===== src/rtl/pm_fn_pkg.sv =====
package pm_fn_pkg;
  localparam int IO_W     = 16;
  localparam int IO_LANES = IO_W / 8;
  localparam logic [15:0] SCI_EVT_MASK = 16'h0521;

  typedef struct packed {
    logic                wrIntPin;
    logic                wrPmCtl;
    logic [IO_LANES-1:0] wrPmBase;
    logic [IO_LANES-1:0] wrSmbBase;
    logic                wrSmbCtl;
  } cfgStrobe_t;

  typedef enum logic [2:0] {
    RD_ZERO, RD_INTPIN, RD_PMCTL, RD_PMBASE, RD_SMBBASE, RD_SMBCTL
  } rdSel_e;
endpackage


===== src/rtl/pm_cfg_decode.sv =====
module pm_cfg_decode
  import pm_fn_pkg::*;
#(
  parameter int CFG_AW = 8,
  parameter logic [CFG_AW-1:0] INTPIN_OFS  = 8'h3D,
  parameter logic [CFG_AW-1:0] PMCTL_OFS   = 8'h41,
  parameter logic [CFG_AW-1:0] PMBASE_OFS  = 8'h48,
  parameter logic [CFG_AW-1:0] SMBBASE_OFS = 8'h90,
  parameter logic [CFG_AW-1:0] SMBCTL_OFS  = 8'hD2
) (
  input  logic              clk,
  input  logic              rstN,
  input  logic              cfgWrEn,
  input  logic [CFG_AW-3:0] cfgDw,
  input  logic [3:0]        cfgByteEn,
  output cfgStrobe_t        stb,
  output rdSel_e            rdSel
);
  localparam logic [CFG_AW-3:0] INTPIN_DW  = INTPIN_OFS[CFG_AW-1:2];
  localparam logic [CFG_AW-3:0] PMCTL_DW   = PMCTL_OFS[CFG_AW-1:2];
  localparam logic [CFG_AW-3:0] PMBASE_DW  = PMBASE_OFS[CFG_AW-1:2];
  localparam logic [CFG_AW-3:0] SMBBASE_DW = SMBBASE_OFS[CFG_AW-1:2];
  localparam logic [CFG_AW-3:0] SMBCTL_DW  = SMBCTL_OFS[CFG_AW-1:2];

  logic hitIntPin, hitPmCtl, hitPmBase, hitSmbBase, hitSmbCtl;

  always_comb begin
    hitIntPin  = (cfgDw == INTPIN_DW);
    hitPmCtl   = (cfgDw == PMCTL_DW);
    hitPmBase  = (cfgDw == PMBASE_DW);
    hitSmbBase = (cfgDw == SMBBASE_DW);
    hitSmbCtl  = (cfgDw == SMBCTL_DW);
  end

  always_comb begin
    stb = '0;
    if (cfgWrEn) begin
      stb.wrIntPin = hitIntPin && cfgByteEn[INTPIN_OFS[1:0]];
      stb.wrPmCtl  = hitPmCtl  && cfgByteEn[PMCTL_OFS[1:0]];
      stb.wrSmbCtl = hitSmbCtl && cfgByteEn[SMBCTL_OFS[1:0]];
      for (int l = 0; l < IO_LANES; l++) begin
        stb.wrPmBase[l]  = hitPmBase  && cfgByteEn[l];
        stb.wrSmbBase[l] = hitSmbBase && cfgByteEn[l];
      end
    end
  end

  always_comb begin
    if (hitIntPin)       rdSel = RD_INTPIN;
    else if (hitPmCtl)   rdSel = RD_PMCTL;
    else if (hitPmBase)  rdSel = RD_PMBASE;
    else if (hitSmbBase) rdSel = RD_SMBBASE;
    else if (hitSmbCtl)  rdSel = RD_SMBCTL;
    else                 rdSel = RD_ZERO;
  end

  // one write never reaches two register fields
  p_one_target_r9: assert property (@(posedge clk) disable iff (!rstN)
    $onehot0({stb.wrIntPin, stb.wrPmCtl, |stb.wrPmBase, |stb.wrSmbBase, stb.wrSmbCtl}));
endmodule


===== src/rtl/pm_cfg_regs.sv =====
module pm_cfg_regs
  import pm_fn_pkg::*;
#(
  parameter int PM_ALIGN     = 7,
  parameter int SMB_ALIGN    = 4,
  parameter int PM_EN_BIT    = 7,
  parameter int SMB_EN_BIT   = 0,
  parameter int SMB_CTL_KEEP = 4,
  parameter logic [7:0] INT_PIN_RST = 8'h01,
  parameter int INTPIN_LANE  = 1,
  parameter int PMCTL_LANE   = 1,
  parameter int SMBCTL_LANE  = 2
) (
  input  logic             clk,
  input  logic             rstN,
  input  cfgStrobe_t       stb,
  input  rdSel_e           rdSel,
  input  logic [31:0]      wrData,
  output logic [31:0]      rdData,
  output logic [IO_W-1:0]  pmWinBase,
  output logic             pmWinEn,
  output logic [IO_W-1:0]  smbWinBase,
  output logic             smbWinEn,
  output logic [7:0]       intPin
);
  logic [7:0]              intPinQ, pmCtlQ;
  logic [SMB_CTL_KEEP-1:0] smbCtlQ;
  logic [IO_W-1:PM_ALIGN]  pmBaseQ, pmBaseD;
  logic [IO_W-1:SMB_ALIGN] smbBaseQ, smbBaseD;

  // per-bit lane merge keeps only the bits above the window alignment
  always_comb begin
    pmBaseD  = pmBaseQ;
    smbBaseD = smbBaseQ;
    for (int b = PM_ALIGN; b < IO_W; b++)
      if (stb.wrPmBase[b >> 3]) pmBaseD[b] = wrData[b];
    for (int b = SMB_ALIGN; b < IO_W; b++)
      if (stb.wrSmbBase[b >> 3]) smbBaseD[b] = wrData[b];
  end

  always_ff @(posedge clk or negedge rstN) begin
    if (!rstN) begin
      intPinQ  <= INT_PIN_RST;
      pmCtlQ   <= '0;
      smbCtlQ  <= '0;
      pmBaseQ  <= '0;
      smbBaseQ <= '0;
    end else begin
      if (stb.wrIntPin) intPinQ <= wrData[8*INTPIN_LANE +: 8];
      if (stb.wrPmCtl)  pmCtlQ  <= wrData[8*PMCTL_LANE +: 8];
      if (stb.wrSmbCtl) smbCtlQ <= wrData[8*SMBCTL_LANE +: SMB_CTL_KEEP];
      pmBaseQ  <= pmBaseD;
      smbBaseQ <= smbBaseD;
    end
  end

  always_comb begin
    case (rdSel)
      RD_INTPIN:  rdData = 32'(intPinQ) << (8*INTPIN_LANE);
      RD_PMCTL:   rdData = 32'(pmCtlQ) << (8*PMCTL_LANE);
      RD_SMBCTL:  rdData = 32'(smbCtlQ) << (8*SMBCTL_LANE);
      RD_PMBASE:  rdData = 32'({pmBaseQ, {(PM_ALIGN-1){1'b0}}, 1'b1});
      RD_SMBBASE: rdData = 32'({smbBaseQ, {(SMB_ALIGN-1){1'b0}}, 1'b1});
      default:    rdData = '0;
    endcase
  end

  assign pmWinBase  = {pmBaseQ, {PM_ALIGN{1'b0}}};
  assign smbWinBase = {smbBaseQ, {SMB_ALIGN{1'b0}}};
  assign pmWinEn    = pmCtlQ[PM_EN_BIT];
  assign smbWinEn   = smbCtlQ[SMB_EN_BIT];
  assign intPin     = intPinQ;

  // PM window enable only moves on a write to its control byte
  p_pm_en_hold_r2: assert property (@(posedge clk) disable iff (!rstN)
    !stb.wrPmCtl |=> $stable(pmWinEn));
  // SMBus window enable only moves on a write to its control byte
  p_smb_en_hold_r4: assert property (@(posedge clk) disable iff (!rstN)
    !stb.wrSmbCtl |=> $stable(smbWinEn));
  // the upper part of the SMBus control byte never reads back set
  p_smb_ctl_high_r4: assert property (@(posedge clk) disable iff (!rstN)
    (rdSel == RD_SMBCTL) |-> (rdData[8*SMBCTL_LANE+SMB_CTL_KEEP +: (8-SMB_CTL_KEEP)] == '0));
  // both windows come out of reset closed
  p_reset_closed_r7: assert property (@(posedge clk) disable iff (!rstN)
    $rose(rstN) |-> (!pmWinEn && !smbWinEn));
endmodule


===== src/rtl/pm_sci_gate.sv =====
module pm_sci_gate
  import pm_fn_pkg::*;
#(
  parameter int EVT_W   = 16,
  parameter logic [EVT_W-1:0] EVT_MASK = SCI_EVT_MASK,
  parameter int TMR_BIT = 0
) (
  input  logic             clk,
  input  logic             rstN,
  input  logic [EVT_W-1:0] evtSts,
  input  logic [EVT_W-1:0] evtEn,
  input  logic [7:0]       intPin,
  input  logic             tmrMsb,
  output logic             sci,
  output logic             tmrArm,
  output logic             tmrWrap
);
  logic pending, prevMsb;

  always_comb begin
    pending = |(evtSts & evtEn & EVT_MASK);
    sci     = pending && (intPin != 8'h00);
    tmrArm  = evtEn[TMR_BIT] && !evtSts[TMR_BIT];
  end

  always_ff @(posedge clk or negedge rstN) begin
    if (!rstN) begin
      prevMsb <= 1'b0;
      tmrWrap <= 1'b0;
    end else begin
      prevMsb <= tmrMsb;
      tmrWrap <= tmrArm && (tmrMsb != prevMsb);
    end
  end

  // no interrupt while the pin byte is zero
  p_pin_gate_r6: assert property (@(posedge clk) disable iff (!rstN)
    (intPin == 8'h00) |-> !sci);
  // no interrupt without a qualifying pending event
  p_evt_mask_r5: assert property (@(posedge clk) disable iff (!rstN)
    ((evtSts & evtEn & EVT_MASK) == '0) |-> !sci);
  // a rollover flag needs the arming condition one cycle earlier
  p_wrap_armed_r8: assert property (@(posedge clk) disable iff (!rstN)
    tmrWrap |-> $past(tmrArm));
endmodule


===== src/rtl/pm_function_regs.sv =====
module pm_function_regs
  import pm_fn_pkg::*;
#(
  parameter int CFG_AW = 8,
  parameter logic [CFG_AW-1:0] INTPIN_OFS  = 8'h3D,
  parameter logic [CFG_AW-1:0] PMCTL_OFS   = 8'h41,
  parameter logic [CFG_AW-1:0] PMBASE_OFS  = 8'h48,
  parameter logic [CFG_AW-1:0] SMBBASE_OFS = 8'h90,
  parameter logic [CFG_AW-1:0] SMBCTL_OFS  = 8'hD2,
  parameter int PM_WIN_BYTES  = 128,
  parameter int SMB_WIN_BYTES = 16,
  parameter logic [7:0] INT_PIN_RST = 8'h01
) (
  input  logic              clk,
  input  logic              rstN,
  input  logic              cfgWrEn,
  input  logic [CFG_AW-3:0] cfgDw,
  input  logic [3:0]        cfgByteEn,
  input  logic [31:0]       cfgWrData,
  output logic [31:0]       cfgRdData,
  input  logic [15:0]       evtSts,
  input  logic [15:0]       evtEn,
  input  logic              tmrMsb,
  output logic [15:0]       pmWinBase,
  output logic              pmWinEn,
  output logic [15:0]       smbWinBase,
  output logic              smbWinEn,
  output logic              sci,
  output logic              tmrArm,
  output logic              tmrWrap
);
  localparam int PM_ALIGN  = $clog2(PM_WIN_BYTES);
  localparam int SMB_ALIGN = $clog2(SMB_WIN_BYTES);

  cfgStrobe_t stb;
  rdSel_e     rdSel;
  logic [7:0] intPin;

  pm_cfg_decode #(
    .CFG_AW(CFG_AW), .INTPIN_OFS(INTPIN_OFS), .PMCTL_OFS(PMCTL_OFS),
    .PMBASE_OFS(PMBASE_OFS), .SMBBASE_OFS(SMBBASE_OFS), .SMBCTL_OFS(SMBCTL_OFS)
  ) i_decode (
    .clk(clk), .rstN(rstN), .cfgWrEn(cfgWrEn), .cfgDw(cfgDw),
    .cfgByteEn(cfgByteEn), .stb(stb), .rdSel(rdSel)
  );

  pm_cfg_regs #(
    .PM_ALIGN(PM_ALIGN), .SMB_ALIGN(SMB_ALIGN), .INT_PIN_RST(INT_PIN_RST),
    .INTPIN_LANE(int'(INTPIN_OFS[1:0])), .PMCTL_LANE(int'(PMCTL_OFS[1:0])),
    .SMBCTL_LANE(int'(SMBCTL_OFS[1:0]))
  ) i_regs (
    .clk(clk), .rstN(rstN), .stb(stb), .rdSel(rdSel), .wrData(cfgWrData),
    .rdData(cfgRdData), .pmWinBase(pmWinBase), .pmWinEn(pmWinEn),
    .smbWinBase(smbWinBase), .smbWinEn(smbWinEn), .intPin(intPin)
  );

  pm_sci_gate #(.EVT_W(16)) i_sci (
    .clk(clk), .rstN(rstN), .evtSts(evtSts), .evtEn(evtEn), .intPin(intPin),
    .tmrMsb(tmrMsb), .sci(sci), .tmrArm(tmrArm), .tmrWrap(tmrWrap)
  );

  // PM base dword always reads with bit 0 set and alignment bits clear
  p_pm_rd_low_r1: assert property (@(posedge clk) disable iff (!rstN)
    (cfgDw == PMBASE_OFS[CFG_AW-1:2]) |-> (cfgRdData[PM_ALIGN-1:0] == PM_ALIGN'(1)));
  // SMBus base dword always reads with bit 0 set and alignment bits clear
  p_smb_rd_low_r3: assert property (@(posedge clk) disable iff (!rstN)
    (cfgDw == SMBBASE_OFS[CFG_AW-1:2]) |-> (cfgRdData[SMB_ALIGN-1:0] == SMB_ALIGN'(1)));
endmodule


===== config.mk =====
export PLATFORM = sky130hd
export DESIGN_NAME = pm_function_regs
export DESIGN_NICKNAME = d
export VERILOG_FILES = /design/src/rtl/pm_fn_pkg.sv /design/src/rtl/pm_cfg_decode.sv /design/src/rtl/pm_cfg_regs.sv /design/src/rtl/pm_sci_gate.sv /design/src/rtl/pm_function_regs.sv
export SDC_FILE = /design/constraint.sdc
export NUM_CORES = 1
export LEC_CHECK = 0
export BUFFER_PORTS_ARGS = -buffer_cell sky130_fd_sc_hd__buf_2
export CORE_MARGIN = 1
export CORE_UTILIZATION = 30
export CTS_CLUSTER_SIZE = 24
export DETAILED_ROUTE_END_ITERATION = 7
export PLACE_DENSITY = 0.63
export SLEW_MARGIN = 10
export SYNTH_ARGS = -nofsm -noshare
export SYNTH_HDL_FRONTEND = slang
export SYNTH_SLANG_ARGS = --single-unit

===== constraint.sdc =====
create_clock -name clk -period 2.06 [get_ports clk]
set_input_delay 0.515 -clock clk [delete_from_list [all_inputs] [get_ports clk]]
set_output_delay 0.515 -clock clk [all_outputs]
set_load 0.03 [all_outputs]

======== Word level (Yosys, flattened, before mapping) ========
Cells that the tools add are included.
storage, ports and cells
  register bits after elaboration ......... 43
  input bits .............................. 78
  output and inout bits ................... 69
  logic and storage cells ................. 41
cells by class
  eq/ne operators ......................... 11
  muxes and demuxes ....................... 7
  bitwise logic cells ..................... 1
  reduce and logical (&&, ||, !) cells .... 13
operator list
  operator            number
  $pmux 20 s5         1
  $mux 3              5
  $eq 6x5->1 const B  2
  $eq 6x6->1 const B  2
  $and 11x11->11      1
  $logic_and 1x1->1   10
  $reduce_bool 8->1   1
  $mux 7              1
  $eq 3x2->1 const B  2
  $eq 3x3->1 const B  2
  $eq 6x4->1 const B  1
  $reduce_or 4->1     1
  $eq 3x1->1 const B  1
  $logic_not 1->1     1
  $ne 1x1->1          1

======== Logic depth before layout (Yosys ltp) ========
  word-level depth ........................ 8
  depth in mapped cells ................... 4
  depth with buffers taken out ............ 3

======== By module ========
A second synthesis with hierarchy kept.
second synthesis, totals
  cells, all modules ...................... 197
  area total of the unflattened synthesis .. 2424.8 um^2
by module, submodules not included
  module         instances  cells an instance  area an instance (um^2)  seq. area each (um^2)
  pm_cfg_regs    1          166                2209.6                   1027.2
  pm_cfg_decode  1          21                 108.9                    0.0
  pm_sci_gate    1          10                 106.4                    50.0

======== Least setup slack after synthesis ========
No wires, ideal clock.
  path type ............................... in2out
  start ................................... input port cfgDw[1]
  end ..................................... output port cfgRdData[10]
  arrival time ............................ 1827 ps
  data required time ...................... 1545 ps
  slack ................................... -282 ps
  cell stages on the path ................. 4
  path buffers ............................ 1
  cells stage by stage .................... or4b_1 -> nor2_1 -> buf_2 -> a221o_1
on the way
  word-level cells in the longest chain between the ends .. 8
  elaborated cells between the ends (all ways) .. 16
  those cells by class .................... eq/ne: 10; mux: 6
RTL lines
  element                                   RTL line                RTL
  start, declared                           pm_function_regs.sv:17  input logic [CFG_AW-3:0] cfgDw,
  $eq 6x6->1                                pm_cfg_decode.sv:32     hitSmbCtl = (cfgDw == SMBCTL_DW);
  $mux 3                                    pm_cfg_decode.sv:53     else if (hitSmbCtl) rdSel = RD_SMBCTL;
  $mux 3                                    pm_cfg_decode.sv:52     else if (hitSmbBase) rdSel = RD_SMBBASE;
  $mux 3                                    pm_cfg_decode.sv:51     else if (hitPmBase) rdSel = RD_PMBASE;
  $mux 3                                    pm_cfg_decode.sv:50     else if (hitPmCtl) rdSel = RD_PMCTL;
  $mux 3 *                                  pm_cfg_decode.sv:49     if (hitIntPin) rdSel = RD_INTPIN;
  $eq 3x3->1, or another cell as far along  pm_cfg_regs.sv:58       case (rdSel)
  $pmux 20 s5 *                             pm_cfg_regs.sv:58
  end, declared                             pm_function_regs.sv:20  output logic [31:0] cfgRdData,
Every way passes the cells marked *; elsewhere a longest branch is shown, timed or not.

======== Final worst setup path ========
  start ................................... input port cfgDw[3]
  end ..................................... output port cfgRdData[13]
The elaborated chain is that of the path after synthesis.

==> results.yml <==
critical_path:
  arrival_ns: 1.75
  end_kind: "output pin"
  timing.rr.start: "i_regs.smbBaseQ[9]"
  crit_type: "primary input to output pin"
  regToRegEndpoint: "i_regs.smbBaseQ[9]"
  reg2reg_depth: 1
  cp_max_fo: 8
  crit_required_ns: 1.54
  r2r_slack_ns: 1.27
  startpoint_type: "primary input"
pwr:
  clock_power_share: 0.297
  seqPwrFrac: 0.482
  report.power.total_mw: 1.99
  p_leak_nw: 1.69
  p_per_area_nw_per_um2: 631
  p_sw_frac: 0.302
  peakVddDrop_v: 0.000237
  p_comb_frac: 0.221
  internal_power_mw: 1.39
  p_sw_uw: 601
logic_synthesis:
  synth_edf_count: 0
  ys_seq_elements: 43
  syn_area_um2: 2300
  ys.flop_type: "dfrtp_1"
  synth_cells: 182
  syn_avg_cell_area_um2: 12.6
  synth_cell_types: 32
  synthArstFlopShare: 1.00
  yosysSeqAreaShare: 0.468
  yosysWarnings: 0
routing:
  drtPass1Iterations: 4
  vias: 1737
  drt_first_iter_violations: 74
  ant_nets: 0
  drc: 0
  wl_mm: 5.39
  wl_per_cell_um: 14.1
  viasPerCell: 4.54
timing:
  period_minus_slack_ns: 2.27
  fin_worst_skew_ns: 0.0000419
  rsz0062_at_grt: "true"
  hold_ws_ns: 0.0862
  hold_violations: 0
  maxSlewViolCount: 0
  period_share: 1.10
  fmax_mhz: 441
  setup_viol_count_final: 17
  setup_ws_ns: -0.207
placement:
  hpwlAfterDp_mm: 4.02
  io_buffers: 79
  dpl_worst_slack_ns: -0.307
  placed_cell_area_um2: 2890
  place.gp.congestion: 0.764
global_routing:
  grt_usage: 0.142
  grt_pass1_vias: 1647
  grt_pass1_wl_mm: 8.36
  grt.overflow.total: 0
  antenna_found_initial: 0
  grt_max_degree: 35
finish:
  final_common_cell: "buf_2"
  layout_common_cells: "buf_2 (60), dfrtp_1 (42), conb_1 (26)"
  synthToLayoutAreaGrowth_pct: 37.2
  post-route-util: 0.430
  fin_area_um2: 3160
  layout.nets: 361
  num_antenna_cells: 0
  final_layout_size_suffix_gt1_frac: 0.627
clock_tree:
  insertion_delay_ns: 0.29
  cts_root_buf: "clkbuf_8"
  clk_pin_slew_ns: 0.08
  clockBufferDepth: 2
  clock_sinks: 43
  cts_inserted_buffers: 5
  htree_num_levels: 2
  hold_buffers: 0
  cts_tree: "yes"
floorplan:
  die_area_um2: 8020
  rows: 31
  core-area_um2: 7330
  ioPinCount: 147
  start_util: 0.314
  chipHeight_um: 89.6
  die_w_um: 89.6
run_status:
  violations: "setup timing"
  status: "complete, but fails checks"
worst_hold_path:
  hold_path.class: "primary input to asynchronous set/reset pin"
flow_run:
  cap_violations: 0
-- repair_timing --
action	in CTS	in global routing
buffers inserted	2	0
gates resized for setup	36	9
setup endpoints to repair	17	17
pin swaps	6	5
-- critical path: stages --
cell and delay [ns]:
buf_6 0.09, or4b_4 0.55, nor2_4 0.15, buf_12 0.14
a221o_2 0.17, buf_6 0.13
-- power by group through the flow --
stage / clock [mW] / combinational (mW) / sequential [mW]
6_report: 0.591 / 0.439 / 0.960
5_1_grt: 0.643 / 0.477 / 0.970
4_1_cts: 0.609 / 0.441 / 0.960
3_5_place_dp: 0 / 0.431 / 0.977
3_3_place_gp: 0 / 0.426 / 0.974
2_1_floorplan: 0 / 0.241 / 1.04
-- flip-flops by register name (all words and copies together), names as in the netlist --
name,flops
i_regs.pmCtlQ,8
i_regs.smbCtlQ,4
i_regs.intPin,8
i_sci.tmrWrap,1
i_sci.prevMsb,1
i_regs.smbBaseQ,12
i_regs.pmBaseQ,9
-- layer usage --
metal	vias up	track usage	part of all wire
met5	-	0	0
met4	0	0.0260	0.0030
met3	2	0.0323	0.048
met2	75	0.242	0.49
met1	852	0.185	0.45
li1	808	-	-
-- layout make-up --
cell class	instances	area, um^2
clock buffer	8	100
fill	707	4180
inverter	1	3.75
multi-input combinational	129	1130
sequential	43	1080
tap	99	124
timing repair buffer	103	723
-- Yosys cell counts (all sizes together) (2+ instances only) --
cell type,instances,share of area
a221o,8,0.035
and2,8,0.022
buf,31,0.10
clkbuf,3,0.0049
dfrtp,42,0.46
mux2,41,0.23
mux2i,8,0.035
nand2,4,0.0065
nand2b,2,0.0054
nor2,4,0.0065
nor3,10,0.026
nor4,3,0.0082
or4,4,0.013
-- stage by stage --
| stage | cells | TNS, ns |
|---|---|---|
| after global routing | 383 | -3.51 |
| after detailed placement | 373 | -9.28 |
| after global placement | 373 | -9.29 |
| after floorplan | 207 | -0.172 |
| final | 383 | -2.97 |
| after CTS | 383 | -3.34 |
-- cells by family after synthesis --
group	count (synthesis)	synth area share
simple gates	40	0.105
xor+xnor	1	0.00381
buf+inv	35	0.107
flops	43	0.468
mux	49	0.262
compound gates	13	0.0522
other cells	1	0.00163
-- worst max-delay path by stage --
stage | start | to | slack (ns)
final | cfgDw[3] | cfgRdData[13] | -0.21
after CTS | cfgDw[3] | cfgRdData[13] | -0.22
after global placement | cfgDw[1] | cfgRdData[13] | -0.30
after global routing | cfgDw[3] | cfgRdData[9] | -0.23
after detailed placement | cfgDw[1] | cfgRdData[12] | -0.31
after floorplan | cfgDw[1] | cfgRdData[10] | -0.02
Note: power is estimated with default switching activity, not from simulation.
